==> src/rtl/tmr16_pkg.sv <==
package tmr16_pkg;

    localparam int unsigned CNT_W  = 16;
    localparam int unsigned PS_W   = 3;
    localparam int unsigned ADDR_W = 3;
    localparam int unsigned N_CAP  = 2;

    localparam logic [ADDR_W-1:0] ADDR_CTRL   = 3'd0;
    localparam logic [ADDR_W-1:0] ADDR_CMP    = 3'd1;
    localparam logic [ADDR_W-1:0] ADDR_PERIOD = 3'd2;
    localparam logic [ADDR_W-1:0] ADDR_COUNT  = 3'd3;
    localparam logic [ADDR_W-1:0] ADDR_FLAGS  = 3'd4;

    typedef enum logic [1:0] {
        MODE_SOFT   = 2'b00,
        MODE_PWM    = 2'b01,
        MODE_CAPCMP = 2'b10,
        MODE_EVENT  = 2'b11
    } tmr_mode_e;

    typedef enum logic {
        PWM_LOW  = 1'b0,
        PWM_HIGH = 1'b1
    } pwm_state_e;

    // control register layout: [6] capture edge, [5] event edge, [4:2] prescale, [1:0] mode
    typedef struct packed {
        logic            cap_rise;
        logic            evt_rise;
        logic [PS_W-1:0] ps;
        tmr_mode_e       mode;
    } ctrl_t;

    localparam int unsigned CTRL_W = $bits(ctrl_t);

endpackage

==> src/rtl/tmr16_sync_edge.sv <==
module tmr16_sync_edge #(
    parameter int unsigned STAGES = 2
) (
    input  logic clk,
    input  logic rst_n,
    input  logic pin,
    input  logic rise_sel,
    output logic edge_hit
);

    logic [STAGES-1:0] sync_q;
    logic              last_q;
    logic              level;

    always_ff @(posedge clk or negedge rst_n) begin
        if (!rst_n) begin
            sync_q <= '0;
            last_q <= 1'b0;
        end else begin
            sync_q <= {sync_q[STAGES-2:0], pin};
            last_q <= sync_q[STAGES-1];
        end
    end

    assign level    = sync_q[STAGES-1];
    assign edge_hit = rise_sel ? (level & ~last_q) : (~level & last_q);

endmodule

==> src/rtl/tmr16_prescaler.sv <==
module tmr16_prescaler #(
    parameter int unsigned PS_W = 3
) (
    input  logic            clk,
    input  logic            rst_n,
    input  logic            restart,
    input  logic [PS_W-1:0] ps,
    output logic            tick
);

    localparam int unsigned DIV_W = (1 << PS_W) - 1;

    logic [DIV_W-1:0] div_q;
    logic [DIV_W:0]   span;
    logic [DIV_W-1:0] limit;
    logic             at_limit;

    always_comb begin
        span  = {{DIV_W{1'b0}}, 1'b1} << ps;
        limit = DIV_W'(span - 1'b1);
    end

    assign at_limit = (div_q == limit);
    assign tick     = at_limit && !restart;

    always_ff @(posedge clk or negedge rst_n) begin
        if (!rst_n) begin
            div_q <= '0;
        end else if (restart || at_limit) begin
            div_q <= '0;
        end else begin
            div_q <= div_q + 1'b1;
        end
    end

endmodule

==> src/rtl/tmr16_pwm_gen.sv <==
module tmr16_pwm_gen
    import tmr16_pkg::*;
(
    input  logic clk,
    input  logic rst_n,
    input  logic enable_next,
    input  logic wrap,
    input  logic duty_hit,
    output logic pwm_out
);

    pwm_state_e state_q;
    pwm_state_e state_d;

    always_ff @(posedge clk or negedge rst_n) begin
        if (!rst_n) begin
            state_q <= PWM_LOW;
        end else begin
            state_q <= state_d;
        end
    end

    always_comb begin
        state_d = state_q;
        unique case (state_q)
            PWM_LOW:  if (wrap) state_d = PWM_HIGH;
            PWM_HIGH: if (!wrap && duty_hit) state_d = PWM_LOW;
        endcase
        if (!enable_next) state_d = PWM_LOW;
    end

    always_comb begin
        unique case (state_q)
            PWM_LOW:  pwm_out = 1'b0;
            PWM_HIGH: pwm_out = 1'b1;
        endcase
    end

endmodule

==> src/rtl/tmr16_multimode.sv <==
module tmr16_multimode
    import tmr16_pkg::*;
(
    input  logic              clk,
    input  logic              rst_n,
    input  logic              wr_en,
    input  logic [ADDR_W-1:0] wr_addr,
    input  logic [CNT_W-1:0]  wr_data,
    input  logic [N_CAP-1:0]  cap_pin,
    input  logic              evt_pin,
    output logic              pwm_out,
    output logic [CNT_W-1:0]  count,
    output logic [CNT_W-1:0]  cap0_value,
    output logic [CNT_W-1:0]  cap1_value,
    output logic              ovf_flag,
    output logic              match_flag,
    output logic              cap0_flag,
    output logic              cap1_flag
);

    localparam int unsigned SYNC_STAGES = 2;

    // register write decode
    logic ctrl_wr, cmp_wr, per_wr, cnt_wr, clr_wr;
    assign ctrl_wr = wr_en && (wr_addr == ADDR_CTRL);
    assign cmp_wr  = wr_en && (wr_addr == ADDR_CMP);
    assign per_wr  = wr_en && (wr_addr == ADDR_PERIOD);
    assign cnt_wr  = wr_en && (wr_addr == ADDR_COUNT);
    assign clr_wr  = wr_en && (wr_addr == ADDR_FLAGS);

    ctrl_t            ctrl_q;
    logic [CNT_W-1:0] cmp_q;
    logic [CNT_W-1:0] period_q;
    logic [CNT_W-1:0] count_q;

    always_ff @(posedge clk or negedge rst_n) begin
        if (!rst_n) begin
            ctrl_q   <= '0;
            cmp_q    <= '0;
            period_q <= '0;
        end else begin
            if (ctrl_wr) ctrl_q   <= ctrl_t'(wr_data[CTRL_W-1:0]);
            if (cmp_wr)  cmp_q    <= wr_data;
            if (per_wr)  period_q <= wr_data;
        end
    end

    // mode state machine
    tmr_mode_e mode_q;
    tmr_mode_e mode_d;

    always_ff @(posedge clk or negedge rst_n) begin
        if (!rst_n) begin
            mode_q <= MODE_SOFT;
        end else begin
            mode_q <= mode_d;
        end
    end

    always_comb begin
        mode_d = mode_q;
        if (ctrl_wr) begin
            unique case (wr_data[1:0])
                2'b00: mode_d = MODE_SOFT;
                2'b01: mode_d = MODE_PWM;
                2'b10: mode_d = MODE_CAPCMP;
                2'b11: mode_d = MODE_EVENT;
            endcase
        end
    end

    logic use_event, cmp_en, cap_en, pwm_en;

    always_comb begin
        unique case (mode_q)
            MODE_SOFT: begin
                use_event = 1'b0; cmp_en = 1'b0; cap_en = 1'b0; pwm_en = 1'b0;
            end
            MODE_PWM: begin
                use_event = 1'b0; cmp_en = 1'b1; cap_en = 1'b0; pwm_en = 1'b1;
            end
            MODE_CAPCMP: begin
                use_event = 1'b0; cmp_en = 1'b1; cap_en = 1'b1; pwm_en = 1'b0;
            end
            MODE_EVENT: begin
                use_event = 1'b1; cmp_en = 1'b0; cap_en = 1'b0; pwm_en = 1'b0;
            end
        endcase
    end

    // tick sources
    logic pre_tick;
    logic evt_edge;

    tmr16_prescaler #(.PS_W(PS_W)) u_pre (
        .clk     (clk),
        .rst_n   (rst_n),
        .restart (ctrl_wr),
        .ps      (ctrl_q.ps),
        .tick    (pre_tick)
    );

    tmr16_sync_edge #(.STAGES(SYNC_STAGES)) u_evt_sync (
        .clk      (clk),
        .rst_n    (rst_n),
        .pin      (evt_pin),
        .rise_sel (ctrl_q.evt_rise),
        .edge_hit (evt_edge)
    );

    logic [N_CAP-1:0] cap_edge;

    for (genvar i = 0; i < N_CAP; i++) begin : g_cap_sync
        tmr16_sync_edge #(.STAGES(SYNC_STAGES)) u_sync (
            .clk      (clk),
            .rst_n    (rst_n),
            .pin      (cap_pin[i]),
            .rise_sel (ctrl_q.cap_rise),
            .edge_hit (cap_edge[i])
        );
    end

    // counter
    logic step, step_eff, wrap_pwm, at_max;

    assign step     = use_event ? evt_edge : pre_tick;
    assign step_eff = step && !ctrl_wr && !cnt_wr;
    assign wrap_pwm = step_eff && pwm_en && (count_q == period_q);
    assign at_max   = (count_q == {CNT_W{1'b1}});

    always_ff @(posedge clk or negedge rst_n) begin
        if (!rst_n) begin
            count_q <= '0;
        end else if (cnt_wr) begin
            count_q <= wr_data;
        end else if (wrap_pwm) begin
            count_q <= '0;
        end else if (step_eff) begin
            count_q <= count_q + 1'b1;
        end
    end

    // capture registers
    logic [CNT_W-1:0] cap_q [N_CAP];
    logic [N_CAP-1:0] cap_set;

    for (genvar i = 0; i < N_CAP; i++) begin : g_cap_reg
        assign cap_set[i] = cap_en && cap_edge[i];
        always_ff @(posedge clk or negedge rst_n) begin
            if (!rst_n) begin
                cap_q[i] <= '0;
            end else if (cap_set[i]) begin
                cap_q[i] <= count_q;
            end
        end
    end

    // flags: [0] overflow, [1] match, [2] cap 0, [3] cap 1
    localparam int unsigned N_FLAG = 2 + N_CAP;

    logic [N_FLAG-1:0] flag_q;
    logic [N_FLAG-1:0] flag_set;
    logic [N_FLAG-1:0] flag_clr;
    logic              match_set;

    assign match_set = cmp_en && (count_q == cmp_q);
    assign flag_set  = {cap_set, match_set, step_eff && at_max};
    assign flag_clr  = clr_wr ? wr_data[N_FLAG-1:0] : '0;

    always_ff @(posedge clk or negedge rst_n) begin
        if (!rst_n) begin
            flag_q <= '0;
        end else begin
            flag_q <= (flag_q & ~flag_clr) | flag_set;
        end
    end

    // PWM output
    tmr16_pwm_gen u_pwm (
        .clk         (clk),
        .rst_n       (rst_n),
        .enable_next (mode_d == MODE_PWM),
        .wrap        (wrap_pwm),
        .duty_hit    (count_q == cmp_q),
        .pwm_out     (pwm_out)
    );

    assign count      = count_q;
    assign cap0_value = cap_q[0];
    assign cap1_value = cap_q[1];
    assign ovf_flag   = flag_q[0];
    assign match_flag = flag_q[1];
    assign cap0_flag  = flag_q[2];
    assign cap1_flag  = flag_q[3];

endmodule

==> config.mk <==
export PLATFORM = sky130hd
export DESIGN_NAME = tmr16_multimode
export DESIGN_NICKNAME = d
export VERILOG_FILES = /design/src/rtl/tmr16_pkg.sv /design/src/rtl/tmr16_sync_edge.sv /design/src/rtl/tmr16_prescaler.sv /design/src/rtl/tmr16_pwm_gen.sv /design/src/rtl/tmr16_multimode.sv
export SDC_FILE = /design/constraint.sdc
export NUM_CORES = 1
export LEC_CHECK = 0
export BUFFER_PORTS_ARGS = -buffer_cell sky130_fd_sc_hd__buf_2
export CELL_PAD_IN_SITES_DETAIL_PLACEMENT = 1
export CELL_PAD_IN_SITES_GLOBAL_PLACEMENT = 2
export CORE_AREA = 2 2 118 120
export DETAILED_ROUTE_END_ITERATION = 7
export DIE_AREA = 0 0 120 122
export GPL_ROUTABILITY_DRIVEN = 0
export PLACE_DENSITY_LB_ADDON = 0.08
export SETUP_SLACK_MARGIN = 0.2
export SYNTH_ARGS = -nofsm -noshare
export SYNTH_HDL_FRONTEND = slang
export SYNTH_SLANG_ARGS = --single-unit
==> constraint.sdc <==
create_clock -name clk -period 5.6 [get_ports clk]
set_input_delay 0.56 -clock clk [delete_from_list [all_inputs] [get_ports clk]]
set_output_delay 0.56 -clock clk [all_outputs]
set_load 0.02 [all_outputs]
After elaboration in Yosys (flattened, before gate mapping)
Index checks and enable logic that the tools add are counted.
Storage, ports and cells
  flip-flop bits (word level): 108
  input port bits: 25
  output and inout bits: 53
  logic and storage cells: 101
Operators by class
  $add $sub $neg: 3
  equal/unequal tests: 15
  shifts and indexed selects: 1
  muxes and demuxes: 20
  bitwise gates (word level): 16
  reduce and logical (&&, ||, !) cells: 28
Operator list (count)
  $mux 16: 3
  $eq 16x16->1: 2
  $add 16x1->16 const B: 1
  $eq 16x16->1 const B: 1
  $logic_and 1x1->1: 15
  $pmux 1 s2: 6
  $reduce_or 3->1: 3
  $eq 2x2->1 const B: 4
  $pmux 2 s4: 1
  $add 7x1->7 const B: 1
  $eq 7x7->1: 1
  $mux 1: 7
  $mux 7: 1
  $not 1->1: 7
  $shl 1x3->7 const A: 1
  $sub 7x1->7 const B: 1
  $and 1x1->1: 6
  $eq 2x1->1 const B: 3
  $eq 3x2->1 const B: 2
  $and 4x4->4: 1
  $logic_not 2->1: 2
  $mux 4: 1
  $not 4->4: 1
  $or 4x4->4: 1
  other kinds (8): 11

Logic depth before layout (Yosys ltp)
  depth in word-level cells: 14
  depth in mapped cells: 8
  gate-level depth less buffers: 7

Modules after synthesis
A second synthesis with hierarchy kept.
Second synthesis, totals
  cell total of the unflattened synthesis: 420
  area total of the unflattened synthesis: 5104.9 um2
By module, submodules not included
  tmr16_multimode: instances 1, cells each 345, area an instance 4282.9 um2, sequential area each 2277.2 um2
  tmr16_prescaler: instances 1, cells each 54, area an instance 483.0 um2, sequential area each 175.2 um2
  tmr16_sync_edge: instances 3, cells each 6, area an instance 97.6 um2, sequential area each 75.1 um2
  tmr16_pwm_gen: instances 1, cells each 3, area an instance 46.3 um2, sequential area each 25.0 um2

Worst setup path after synthesis
Ideal clock, no wire load.
  path kind: register -> register
  start point: reg count_q[4] (netlist: count[4])
  end point: reg count_q[13] (netlist: count[13])
  setup time: 0.142 ns
  data arrival time: 1.897 ns
  required time: 5.458 ns
  path slack: 3.561 ns
  stages on the path, launching flop included: 9
  path buffers: 2
  period minus slack after synthesis: 2.039 ns
  path through: dfrtp_1 > clkbuf_1 > xor2_1 > nor4_1 > and3_1 > nand2_1 > clkbuf_1 > a41oi_1 > o311ai_2
Between the ends
  longest elaborated chain between the ends: 4
  elaborated cells between the ends (all ways): 7
  classes of those cells: add/sub: 1; eq/ne: 1; mux: 3; reduce/logical: 2
RTL lines
  start: declaration: line tmr16_multimode.sv:34  | logic [CNT_W-1:0] count_q;
  start signal: assignment: line tmr16_multimode.sv:135  | count_q <= wr_data;
  start signal: assignment: line tmr16_multimode.sv:139  | count_q <= count_q + 1'b1;
  $add 16x1->16 or $eq 16x16->1 (tied branches): line tmr16_multimode.sv:139, tmr16_multimode.sv:128
  $mux 16 or $logic_and 1x1->1 (tied branches): line tmr16_multimode.sv:138, tmr16_multimode.sv:128
  $mux 16: line tmr16_multimode.sv:136  | end else if (wrap_pwm) begin
  $mux 16: line tmr16_multimode.sv:134  | end else if (cnt_wr) begin
Parallel ways exist; a longest one is shown, timed or not. The select of a mux whose other input is x is not followed.
A chain may end at the register's enable or synchronous reset.

Worst setup path after layout
  start point: reg count_q[5] (netlist: count[5])
  end point: reg count_q[13] (netlist: count[13])
Same word-level chain as after synthesis.

==> results.txt <==
* Final clock period utilization by the worst path: between 40 and 50%
- Overall routing resource usage: around a fifth
- Portion of synthesized cell area occupied by the leading cell type: 51.96%
- Area overhead of the layout relative to synthesis: 15.42%
- Total half-perimeter wirelength after legalization and detailed placement: roughly 10 mm
- Average cell area after synthesis: around 11 um^2
- After Yosys synthesis, full adders, half adders and majority gates account for between 1 and 1.5% of the synthesized area.
* Cts hold-fix bufs: 0
* Initial standard-cell utilization of the core: between 30% and 40%
- Root buf cell: clkbuf_16
* Multiplexer fraction of the synthesized cell area: between 10% and 20%
- STA puts the critical path data arrival time at about 2.7 ns.
- In this run the core area contains 43 standard-cell rows.
- The final count of pins violating max slew came to 0.
- Yosys top cell by area: dfrtp_1
- The worst register-to-register path begins at count[5].
- Share of synthesized flip-flops with an asynchronous set or reset: 100.0%
- Cell with the largest stage delay on the worst path: nand2_1
* Initial antenna violation count: 0
* Antenna violation net count after detailed routing: 0
- Core Box Area: roughly 14000 um^2
- For this run, the number of Yosys warnings is 0.
- Setup repair after global routing left no endpoint under its margin.
- For met2 alone, demand over resource in global routing was a little under a third.
- Simple-gate area share of the yosys netlist: 16.41%
- Cells along the critical path: xnor2_1 > nand4_1 > nor3_1 > nand2_1 > a41oi_1 > o311ai_2
* Post-detailed-route via-to-cell ratio: ~5.3
- Distinct cell type count of the synthesized netlist: 49
* Tightest Pin Transition: ~1.2 ns
- Length in cells of the worst reg-to-reg path: 6
- Total power: roughly 3 mW
- Main area contributors after synthesis: dfrtp_1, mux2_2, nand2_1, xor2_1, xnor2_1
- Global-route layer with the greatest usage: met2
- The run finished with clean final reports.
- CTS resizes: 0
* Hold crit path type: in -> async
* Leakage power: roughly 2.8 nW
- Clock latency of the later-clocked register in the worst-skew pair: between 0.3 and 0.4 ns
* Met1 GRT Util: roughly 28%
- Inserted Clock Buffers: 9
- Worst slew margin: a little under a quarter
- Vertical die dimension: between 100 and 150 um
- The number of failing hold endpoints at the final stage was 0.
- Number of top-level design ports: 78
* P per Cell Area: approximately 500 nW/um^2
- In this run the cell area of the synthesized design comes to 5201 um^2.
* Post CTS Setup Buffer Count: 0
* Crit Path Class: reg -> reg
* Total number of vias: about 3800
- Crit path capture type: flop
* Finished layout cell area: approximately 6000 um^2
- The floorplan step defined a die boundary enclosing between 10000 and 15000 um^2.
- IR Drop Worst-Case VDD: 218.8 uV
* Die X: around 120 um
- For this run, the detailed router's first-pass iteration total came to 4.
* Final wirelength: ~14 mm
- After detailed routing, the number of remaining DRC violations is 0.
- Counting every net in the synthesized netlist gives ~500.
- Xor and xnor area share after synthesis: about 6.7%
- The synthesized netlist devotes 7.746% of its cell area to compound gates.
* Largest driver fanout on the critical path: 22
- Quantity of I/O buffers inserted on ports: 77
- Reg2reg end: count[13]
* Fraction of layout instances using a drive strength above 1: a little under a third
- CTS sink count: ~110
* Post-synth EDFFs: 0
* Primary flip-flop cell chosen by synthesis mapping: dfrtp_1
- CTS tree: done
- Antenna diode instance count: 0
- Number of max-cap violations: 0
- Pin count of the biggest net entering global routing: between 50 and 60
* Crit path largest cell delay: between 0.5 and 0.6 ns
- Across the routed clock network, the largest skew measured is between 0.008 and 0.009 ns.
- Global-route wire length before repair: 21.93 mm
* Synthesized flop and latch total: around 110
- Main combinational cell family by area after synthesis: simple AND/OR/NAND/NOR gates
- Clk pin slew, worst setup/hold paths: approximately 0.070 ns
- Startpoint type of the worst setup path: flop
* H-tree Lvls: 3
- In the global route stage, met3 resource usage came out at 3.324%.
- In the final routed layout, each cell accounts on average for a little under 20 um.
- Max Buffers Root-to-Sink: 2
* Total cell area at the placement stage: between 5000 and 6000 um^2
- In the final timing run, aggregate negative setup slack is 0 ns.
- Min Tclk post-route: between 2 and 2.5 ns
- For flop-to-flop paths, the worst setup slack is approximately 3.1 ns.
- Setup Viol. Count Final: 0
* Final net count: approximately 560
- Worst path required time: 5.82 ns
- The total overflow left after global routing is 0.
* Detailed router's first-iteration violation count: approximately 150
- Timing would allow up to ~400 MHz.
* Number of global-route vias before repair: roughly 3900
* Share of the yosys chip area belonging to registers: 51.96%
* Number of cells produced by synthesis: between 400 and 500
-- worst max-delay path by stage --
stage | startpoint | end | slack [ns] | cells after the start
floorplan | count[4] | count[13] | 3.56 | 8
global placement | wr_addr[2] | count[12] | 2.90 | 7
detailed placement | wr_addr[2] | count[3] | 2.82 | 7
CTS | count[2] | count[13] | 3.13 | 6
global route | count[2] | count[13] | 2.93 | 6
finish | count[5] | count[13] | 3.11 | 6
-- per-layer routing --
metal / up-vias / wire length (um)
met5: - / 0
met4: 0 / 219
met3: 12 / 471
met2: 71 / 6616
met1: 1954 / 6713
li1: 1746 / -
-- logic make-up (layout without fill, tap and decap cells) --
family	count (synthesis)	count (layout)
adders and majority gates	5	5
and+or+nand+nor	170	170
AOI/OAI and AO/OA	50	50
DFF	108	108
xor gates and xnor gates	40	40
muxes	58	58
buffers and inverters	37	101
-- through the flow --
step,cells,worst slack (ns),hold slack [ns],util [%]
finish,712,3.112,0.2519,44.45
global route,712,2.931,0.2968,44.45
CTS,712,3.133,0.2791,44.45
detailed placement,697,2.823,0.3404,42.11
global placement,697,2.900,0.3367,42.11
floorplan,468,3.561,0.2644,-
-- flip-flops by register name, indices dropped and copies added (netlist names) --
name and count:
mode_q 2, g_cap_sync.u_sync.last_q 2, u_evt_sync.last_q 1, g_cap_sync.u_sync.sync_q 4, u_pre.div_q 7, u_pwm.state_q 1, count 16, u_evt_sync.sync_q 2
cap0_value 16, ctrl_q 5, period_q 16, flag_q 4, cap1_value 16, cmp_q 16
-- where the power goes --
| group | total, mW | leakage (nW) | switching [mW] | internal (mW) |
|---|---|---|---|---|
| registers | 1.31 | 1.35 | 0.296 | 1.02 |
| clock network | 0.695 | 0.156 | 0.293 | 0.402 |
| logic | 1.02 | 1.26 | 0.585 | 0.435 |
| total | 3.03 | 2.76 | 1.17 | 1.85 |
-- cells in the final DEF (no fill, tap or decap), types with 2 or more instances in the layout --
cell type and n:
nor2_1 23, inv_1 6, bufinv_16 2, xor2_1 24, nand3b_1 3, a31o_2 2, nor2b_1 3, nand4b_1 4
nand4_1 12, and3_1 8, ha_1 5, nor4_1 5, nand3_1 23, nand2b_1 2, and3b_1 3, xnor2_1 16
buf_2 76, o211ai_1 6, o21ai_0 15, mux2_2 58, or2_2 2, nand3_2 3, o21ai_2 2, buf_4 4
dfrtp_1 108, nor3_1 5, and2_1 5, nand2_1 63, a32oi_1 10, or3_1 3, clkbuf_16 9
-- cell usage after synthesis (2+ instances only) --
library cell and count:
and3_1 8, buf_6 3, nand3_1 23, buf_2 6, o211ai_1 6, nand4b_1 4, and3b_1 3, dfrtp_1 108
o21ai_0 16, nand2_1 63, a31o_2 2, nand4_1 12, ha_1 5, nor4_1 5, or3_1 3, inv_1 6
nor3_1 5, or2_2 2, nand3_2 3, and2_1 5, a32oi_1 10, mux2_2 58, nor2_1 23, xor2_1 24
nor2b_1 3, buf_4 2, nand3b_1 3, xnor2_1 16, nand2b_1 2, clkbuf_1 20
-- area by class of cell --
| class | instances | area, um^2 |
|---|---|---|
| Fill cell | 1511 | 7501 |
| Clock buffer | 11 | 242.7 |
| Multi-Input combinational cell | 323 | 2326 |
| Inverter | 6 | 22.52 |
| Timing Repair Buffer | 80 | 410.4 |
| Clock inverter | 4 | 73.82 |
| Tap cell | 180 | 225.2 |
| Sequential cell | 108 | 2703 |
-- critical path: cells and delay by family, from the launching register on --
| family | cells | cell delay [ns] |
|---|---|---|
| DFF | 1 | 0.53 |
| and+or+nand+nor | 3 | 0.91 |
| AOI/OAI and AO/OA | 2 | 0.58 |
| xor gates and xnor gates | 1 | 0.33 |
Note: power is estimated with default switching activity, not from simulation.
